<file path="src/rtl/romchk_pkg.sv">
package romchk_pkg;

  typedef struct packed {
    logic        pass;
    logic [7:0]  flag;
    logic [7:0]  id;
  } seg_result_t;

  // One 16-bit word folded into the CRC, most significant bit first.
  function automatic logic [15:0] crc_fold(input logic [15:0] c,
                                           input logic [15:0] w,
                                           input logic [15:0] poly);
    logic [15:0] r;
    logic        fb;
    r = c;
    for (int i = 15; i >= 0; i--) begin
      fb = r[15] ^ w[i];
      r  = {r[14:0], 1'b0} ^ (fb ? poly : 16'h0000);
    end
    return r;
  endfunction

endpackage

</file>
<file path="src/rtl/romchk_crc.sv">
module romchk_crc #(
  parameter logic [15:0] POLY = 16'h1021,
  parameter logic [15:0] SEED = 16'hFFFF
) (
  input  logic        clk,
  input  logic        rst_n,
  input  logic        init,
  input  logic        en,
  input  logic [15:0] data,
  output logic [15:0] crc_next
);
  logic [15:0] crc_q;

  assign crc_next = romchk_pkg::crc_fold(crc_q, data, POLY);

  always_ff @(posedge clk) begin
    if (!rst_n)    crc_q <= SEED;
    else if (init) crc_q <= SEED;
    else if (en)   crc_q <= crc_next;
  end
endmodule

</file>
<file path="src/rtl/romchk_reader.sv">
module romchk_reader #(
  parameter int          SEG_WORDS = 3072,
  parameter int          ADDR_W    = 16,
  parameter logic [15:0] POLY      = 16'h1021,
  localparam int         OFF_W     = $clog2(SEG_WORDS + 1)
) (
  input  logic                    clk,
  input  logic                    rst_n,
  input  logic                    go,
  input  logic [ADDR_W-1:0]       base,
  output logic                    req_valid,
  input  logic                    req_ready,
  output logic [ADDR_W-1:0]       req_addr,
  input  logic                    rsp_valid,
  output logic                    rsp_ready,
  input  logic [15:0]             rsp_data,
  output logic                    res_valid,
  output romchk_pkg::seg_result_t res,
  output logic [15:0]             res_residue
);
  localparam logic [OFF_W-1:0] TRAIL_OFF = OFF_W'(SEG_WORDS - 2);
  localparam logic [OFF_W-1:0] LAST_OFF  = OFF_W'(SEG_WORDS - 1);
  localparam logic [OFF_W-1:0] END_OFF   = OFF_W'(SEG_WORDS);

  logic              busy_q;
  logic [OFF_W-1:0]  iss_q, rcv_q;
  logic [ADDR_W-1:0] base_q;
  logic [7:0]        flag_q, id_q;
  logic [15:0]       crc_next;
  logic              take;

  assign req_valid = busy_q && (iss_q != END_OFF);
  assign req_addr  = base_q + ADDR_W'(iss_q);
  assign rsp_ready = busy_q;
  assign take      = busy_q && rsp_valid;

  romchk_crc #(.POLY(POLY), .SEED(16'hFFFF)) u_crc (
    .clk(clk), .rst_n(rst_n), .init(go), .en(take),
    .data(rsp_data), .crc_next(crc_next)
  );

  always_ff @(posedge clk) begin
    if (!rst_n) begin
      busy_q      <= 1'b0;
      iss_q       <= '0;
      rcv_q       <= '0;
      base_q      <= '0;
      flag_q      <= '0;
      id_q        <= '0;
      res_valid   <= 1'b0;
      res         <= '0;
      res_residue <= '0;
    end else begin
      res_valid <= 1'b0;
      if (go) begin
        busy_q <= 1'b1;
        iss_q  <= '0;
        rcv_q  <= '0;
        base_q <= base;
      end else begin
        if (req_valid && req_ready) iss_q <= iss_q + 1'b1;
        if (take) begin
          rcv_q <= rcv_q + 1'b1;
          if (rcv_q == TRAIL_OFF) {flag_q, id_q} <= rsp_data;
          if (rcv_q == LAST_OFF) begin
            busy_q      <= 1'b0;
            res_valid   <= 1'b1;
            res.pass    <= (crc_next == 16'h0000);
            res.flag    <= flag_q;
            res.id      <= id_q;
            res_residue <= crc_next;
          end
        end
      end
    end
  end
endmodule

</file>
<file path="src/rtl/romchk_seq.sv">
module romchk_seq #(
  parameter int  SEG_WORDS = 3072,
  parameter int  MAX_SEGS  = 16,
  parameter int  ADDR_W    = 16,
  localparam int CNT_W     = $clog2(MAX_SEGS + 1),
  localparam int IDX_W     = (MAX_SEGS > 1) ? $clog2(MAX_SEGS) : 1
) (
  input  logic                  clk,
  input  logic                  rst_n,
  input  logic                  start,
  input  logic [CNT_W-1:0]      seg_count,
  input  logic [MAX_SEGS*8-1:0] seg_list,
  input  logic                  res_valid,
  input  logic                  res_pass,
  input  logic [15:0]           res_residue,
  output logic                  go,
  output logic [ADDR_W-1:0]     base,
  output logic                  busy,
  output logic                  done,
  output logic                  error,
  output logic [7:0]            fail_seg,
  output logic [15:0]           fail_residue
);
  typedef enum logic {S_IDLE, S_RUN} state_t;
  state_t           state_q;
  logic [IDX_W-1:0] idx_q, idx_nxt;
  logic [7:0]       ids [MAX_SEGS];
  logic             last;

  for (genvar g = 0; g < MAX_SEGS; g++) begin : g_ids
    assign ids[g] = seg_list[g*8 +: 8];
  end

  function automatic logic [ADDR_W-1:0] slot_base(input logic [7:0] id);
    return ADDR_W'(id[3:0]) * ADDR_W'(SEG_WORDS);
  endfunction

  assign busy    = (state_q == S_RUN);
  assign idx_nxt = idx_q + 1'b1;
  assign last    = (CNT_W'(idx_q) + CNT_W'(1)) == seg_count;

  always_ff @(posedge clk) begin
    if (!rst_n) begin
      state_q      <= S_IDLE;
      idx_q        <= '0;
      go           <= 1'b0;
      base         <= '0;
      done         <= 1'b0;
      error        <= 1'b0;
      fail_seg     <= '0;
      fail_residue <= '0;
    end else begin
      go   <= 1'b0;
      done <= 1'b0;
      unique case (state_q)
        S_IDLE: if (start) begin
          error <= 1'b0;
          idx_q <= '0;
          if (seg_count == '0) begin
            done <= 1'b1;
          end else begin
            state_q <= S_RUN;
            go      <= 1'b1;
            base    <= slot_base(ids[0]);
          end
        end
        S_RUN: if (res_valid) begin
          if (!res_pass) begin
            error        <= 1'b1;
            fail_seg     <= ids[idx_q];
            fail_residue <= res_residue;
            state_q      <= S_IDLE;
          end else if (last) begin
            done    <= 1'b1;
            state_q <= S_IDLE;
          end else begin
            idx_q <= idx_nxt;
            go    <= 1'b1;
            base  <= slot_base(ids[idx_nxt]);
          end
        end
        default: state_q <= S_IDLE;
      endcase
    end
  end
endmodule

</file>
<file path="src/rtl/rom_selftest.sv">
module rom_selftest #(
  parameter int          SEG_WORDS = 3072,
  parameter int          MAX_SEGS  = 16,
  parameter logic [15:0] POLY      = 16'h1021,
  localparam int         ADDR_W    = $clog2(SEG_WORDS * 16),
  localparam int         CNT_W     = $clog2(MAX_SEGS + 1)
) (
  input  logic                  clk,
  input  logic                  rst_n,
  input  logic                  start,
  input  logic [CNT_W-1:0]      seg_count,
  input  logic [MAX_SEGS*8-1:0] seg_list,
  output logic                  req_valid,
  input  logic                  req_ready,
  output logic [ADDR_W-1:0]     req_addr,
  input  logic                  rsp_valid,
  output logic                  rsp_ready,
  input  logic [15:0]           rsp_data,
  output logic                  seg_valid,
  output logic                  seg_pass,
  output logic [7:0]            seg_flag,
  output logic [7:0]            seg_id,
  output logic                  busy,
  output logic                  done,
  output logic                  error,
  output logic [7:0]            fail_seg,
  output logic [15:0]           fail_residue
);
  logic                    go;
  logic [ADDR_W-1:0]       base;
  romchk_pkg::seg_result_t res;
  logic [15:0]             res_residue;

  romchk_reader #(.SEG_WORDS(SEG_WORDS), .ADDR_W(ADDR_W), .POLY(POLY)) u_rd (
    .clk(clk), .rst_n(rst_n), .go(go), .base(base),
    .req_valid(req_valid), .req_ready(req_ready), .req_addr(req_addr),
    .rsp_valid(rsp_valid), .rsp_ready(rsp_ready), .rsp_data(rsp_data),
    .res_valid(seg_valid), .res(res), .res_residue(res_residue)
  );

  romchk_seq #(.SEG_WORDS(SEG_WORDS), .MAX_SEGS(MAX_SEGS), .ADDR_W(ADDR_W)) u_seq (
    .clk(clk), .rst_n(rst_n), .start(start), .seg_count(seg_count),
    .seg_list(seg_list), .res_valid(seg_valid), .res_pass(res.pass),
    .res_residue(res_residue), .go(go), .base(base), .busy(busy),
    .done(done), .error(error), .fail_seg(fail_seg), .fail_residue(fail_residue)
  );

  assign seg_pass = res.pass;
  assign seg_flag = res.flag;
  assign seg_id   = res.id;
endmodule

</file>
<file path="config.mk">
export PLATFORM = sky130hd
export DESIGN_NAME = rom_selftest
export DESIGN_NICKNAME = d
export VERILOG_FILES = /design/src/rtl/romchk_pkg.sv /design/src/rtl/romchk_crc.sv /design/src/rtl/romchk_reader.sv /design/src/rtl/romchk_seq.sv /design/src/rtl/rom_selftest.sv
export SDC_FILE = /design/constraint.sdc
export NUM_CORES = 1
export LEC_CHECK = 0
export BUFFER_PORTS_ARGS = -buffer_cell sky130_fd_sc_hd__buf_2
export CAP_MARGIN = 25
export CORE_MARGIN = 4
export CORE_UTILIZATION = 38
export CTS_CLUSTER_DIAMETER = 50
export DETAILED_ROUTE_END_ITERATION = 8
export GPL_ROUTABILITY_DRIVEN = 0
export HOLD_SLACK_MARGIN = 0.02
export PLACE_DENSITY = 0.7
export SETUP_SLACK_MARGIN = 0.5
export SYNTH_ARGS = -nofsm -noshare
export SYNTH_HDL_FRONTEND = slang
export SYNTH_SLANG_ARGS = --single-unit
</file>
<file path="constraint.sdc">
create_clock -name clk -period 3.9 [get_ports clk]
set_input_delay 0.39 -clock clk [delete_from_list [all_inputs] [get_ports clk]]
set_output_delay 0.39 -clock clk [all_outputs]
set_load 0.02 [all_outputs]
</file>
==> metrics.md <==
| Metric | Value |
|---|---|
| Maximum clock path buffer count | `2` |
| DRC | `0` |
| Critical Path Source Type | `flip-flop` |
| XOR/XNOR share of the synthesized area | `around 12%` |
| CP max FO | `52` |
| Vias | `6553` |
| CTS clk-pin slew, worst paths | `0.06 ns` |
| Die width | `around 150 microns` |
| Layout area overhead | `24.7%` |
| DR iter-0 viols | `around 260` |
| Most instantiated library cell after synthesis | `nand2_1` |
| Final Max Tran Viols | `0` |
| Worst hold start | `rsp_data[8]` |
| Synthesized area per cell | `9.50 sq um` |
| Largest net degree at the start of global routing | `61` |
| Fin Hold WS | `0.245 ns` |
| Top post-synthesis cells by area | `dfxtp_1 35%, mux4_2 17%, nand2_1 7.2%` |
| Worst min path class | `primary input to flip-flop` |
| Post-synthesis mux area share | `19.0%` |
| WL final | `21.1 mm` |
| Worst setup startpoint | `u_seq.idx_q[0]` |
| WHS Endpoint | `u_rd.flag_q[0]` |
| Mapped Cells | `810` |
| Reg2reg path depth | `10` |
| Io pins | `217` |
| LEAKAGE | `0.00385 uW` |
| Cts hold-fix bufs | `0` |
| Crit Path Class | `flip-flop to flip-flop` |
| RR Startpoint | `u_seq.idx_q[0]` |
| Main combinational cell family by area after synthesis | `multiplexers` |
| Total Power | `3850 uW` |
| Most used DFF post-synth | `dfxtp_1` |
| Tcrit/Tclk final | `80.4%` |
| Via/cell ratio | `5.13` |
| Endpoint class of the critical path | `flip-flop` |
| TritonRoute pass-1 iters | `4` |
| Asr flop ratio synth | `0%` |
| Hpwl dp | `about 16 mm` |
| Adder-cell share of the synthesized area | `3.54%` |
| CTS tree | `yes` |
| Complex-gate fraction of the synthesized area | `9.79%` |
| Mapped Area | `0.00770 sq mm` |
| Die Ht | `roughly 150 microns` |
| Vias in the first global route | `6391` |
| Initial Util | `39.0%` |
| Distinct cells, synth | `52` |
| Sink Count | `135` |
| WP data arrival | `3.49 ns` |
| Port Buffers | `216` |
| Final Hold Fails | `0` |
| Top cell type's share of synthesized area | `35.1%` |
| Synth Area in Simple Gates | `16.0%` |
| Gr ovfl total | `0` |
| Synth cell count leaders | `148 x nand2_1, 135 x dfxtp_1, 72 x nor2_1` |
| Hold Path Cell Cnt | `3` |
| Area of the core | `just under 0.02 sq mm` |
| CP required | `roughly 4.3 ns` |
| Ant. Diodes | `0` |
| Status | `finished clean` |
| Seq cells post-synth | `135` |
| Worst rel slew slack | `34.0%` |
| Routed Antenna Nets | `0` |
| Final min period | `around 3.1 ns` |
| Max IR drop VDD | `0.224 mV` |
| Sequential area share after synthesis | `35.1%` |
| P per Cell Area | `401 mW/mm^2` |
| Yosys top cell by area | `dfxtp_1` |
| Setup TNS | `0 ns` |
| Worst-margin pin slew | `0.987 ns` |
| RSZ-0062 raised after global routing | `yes` |
| Warnings, synthesis | `0` |
| First-pass GRT wire length | `32.7 mm` |
| Synth Net Count | `984` |
| Wire length per cell | `around 17 microns` |
| Reg2Reg Capture Point | `u_seq.base[12]` |
| Row count | `51` |
| Worst Skew | `0.00935 ns` |
| NumNets Final | `1173` |
| Peak Freq | `0.319 GHz` |
| Reg2Reg Setup Slack | `between 0.7 and 0.8 ns` |
| Total GRT Usage | `18.4%` |
| Fillers | `1866` |
| H-Tree Level Count | `4` |
| Initial antenna violation count | `1` |
| Clock Tree Root | `clkbuf_16` |
| Final setup vio count | `0` |
| Worst-Skew Late Latency | `0.42 ns` |
| Clock buffer count from CTS | `17` |
| Die area | `0.0226 sq mm` |
| Layout cells sized above 1 | `32.6%` |
| # Max-Cap Violations | `0` |
| Post-synth EDFFs | `0` |
per-layer routing:
metal | routed length (microns) | GRT usage (%) | vias to the layer above
met5 | 7 | 0 | -
met4 | 512 | 6.45 | 2
met1 | 8690 | 22.1 | 3079
met2 | 10600 | 31.2 | 213
met3 | 1350 | 5.48 | 36
li1 | - | - | 3223
what timing repair did:
item | CTS | global route
resized for setup | 1 | 2
setup endpoints to repair | 3 | 2
hold endpoints to repair | 0 | 0
buffers inserted | 0 | 0
cell families (layout without fill, tap and decap cells):
kind of cell	count (synthesis)	count (layout)
xor+xnor	92	92
simple gates	288	288
flops	135	135
fa+ha+maj	20	20
buf+inv	77	279
compound gates	126	126
mux	72	72
worst max path at each step:
stage                                end  slack (ns)  cells after the start
after floorplan           u_seq.base[12]        0.66                     11
after global placement    u_seq.base[13]        0.58                     11
after detailed placement  u_seq.base[13]        0.48                     11
after CTS                 u_seq.base[13]        0.56                     12
after global routing      u_seq.base[15]        0.49                     12
final                     u_seq.base[12]        0.76                     10
per-stage QoR:
| step | worst slack [ns] | area, sq um | util, % | std cells |
|---|---|---|---|---|
| global route | 0.486 | 9600 | 48.7 | 1277 |
| floorplan | 0.655 | 7700 | - | 810 |
| detailed placement | 0.483 | 8930 | 45.3 | 1243 |
| finish | 0.764 | 9600 | 48.7 | 1277 |
| CTS | 0.564 | 9560 | 48.5 | 1275 |
| global placement | 0.583 | 8910 | 45.2 | 1242 |
critical path, stage by stage (launching register included):
cell	delay, ns
dfxtp_2	0.34
clkbuf_8	0.44
nand3_1	0.22
xor2_1	0.49
mux4_2	0.43
ha_1	0.24
inv_1	0.08
fa_1	0.41
mux2i_1	0.15
nand3_1	0.10
a21oi_1	0.16
where the power goes:
group,total [uW],leakage [uW],switching [uW],internal [uW]
Sequential,1420,0.00109,22.1,1400
Combinational,702,0.00245,367,334
Clock,1720,0.000310,588,1140
cell usage in the layout (no fill, tap or decap), types with 5 or more instances in the layout:
cell       count
buf_2        216
nand2_1      148
dfxtp_1      134
nor2_1        72
a21oi_1       70
mux4_2        59
xnor2_1       47
xor2_1        35
a211oi_1      17
inv_1         17
clkbuf_16     17
ha_1          16
nand3_1       15
o211ai_1      14
nor3_1        13
o21ai_0       12
mux2i_1       11
nand4_1       10
buf_4         10
and2_1         7
and3_1         5
or3_1          5
clkbuf_8       5
flip-flops by register name, indices dropped and copies added (netlist names):
register,flops
u_rd.res_valid,1
u_seq.busy,1
u_seq.idx_q,4
u_seq.fail_seg,8
u_rd.res_residue,16
u_rd.iss_q,12
u_rd.flag_q,8
u_rd.rsp_ready,1
u_seq.fail_residue,16
u_rd.rcv_q,12
u_seq.base,6
u_rd.res,17
u_seq.error,1
u_rd.u_crc.crc_q,16
u_rd.base_q,6
u_seq.done,1
u_seq.go,1
u_rd.id_q,8
layout make-up:
type	count	area (sq um)	share of cell area (%)
Timing Repair Buffer	229	1200	12.5
Clock inverter	8	143	1.49
Tap cell	265	332	3.46
Clock buffer	24	492	5.12
Inverter	18	67.6	0.704
Multi-Input combinational cell	598	4660	48.5
Sequential cell	135	2700	28.2
Power figures use the tool's default switching activity.
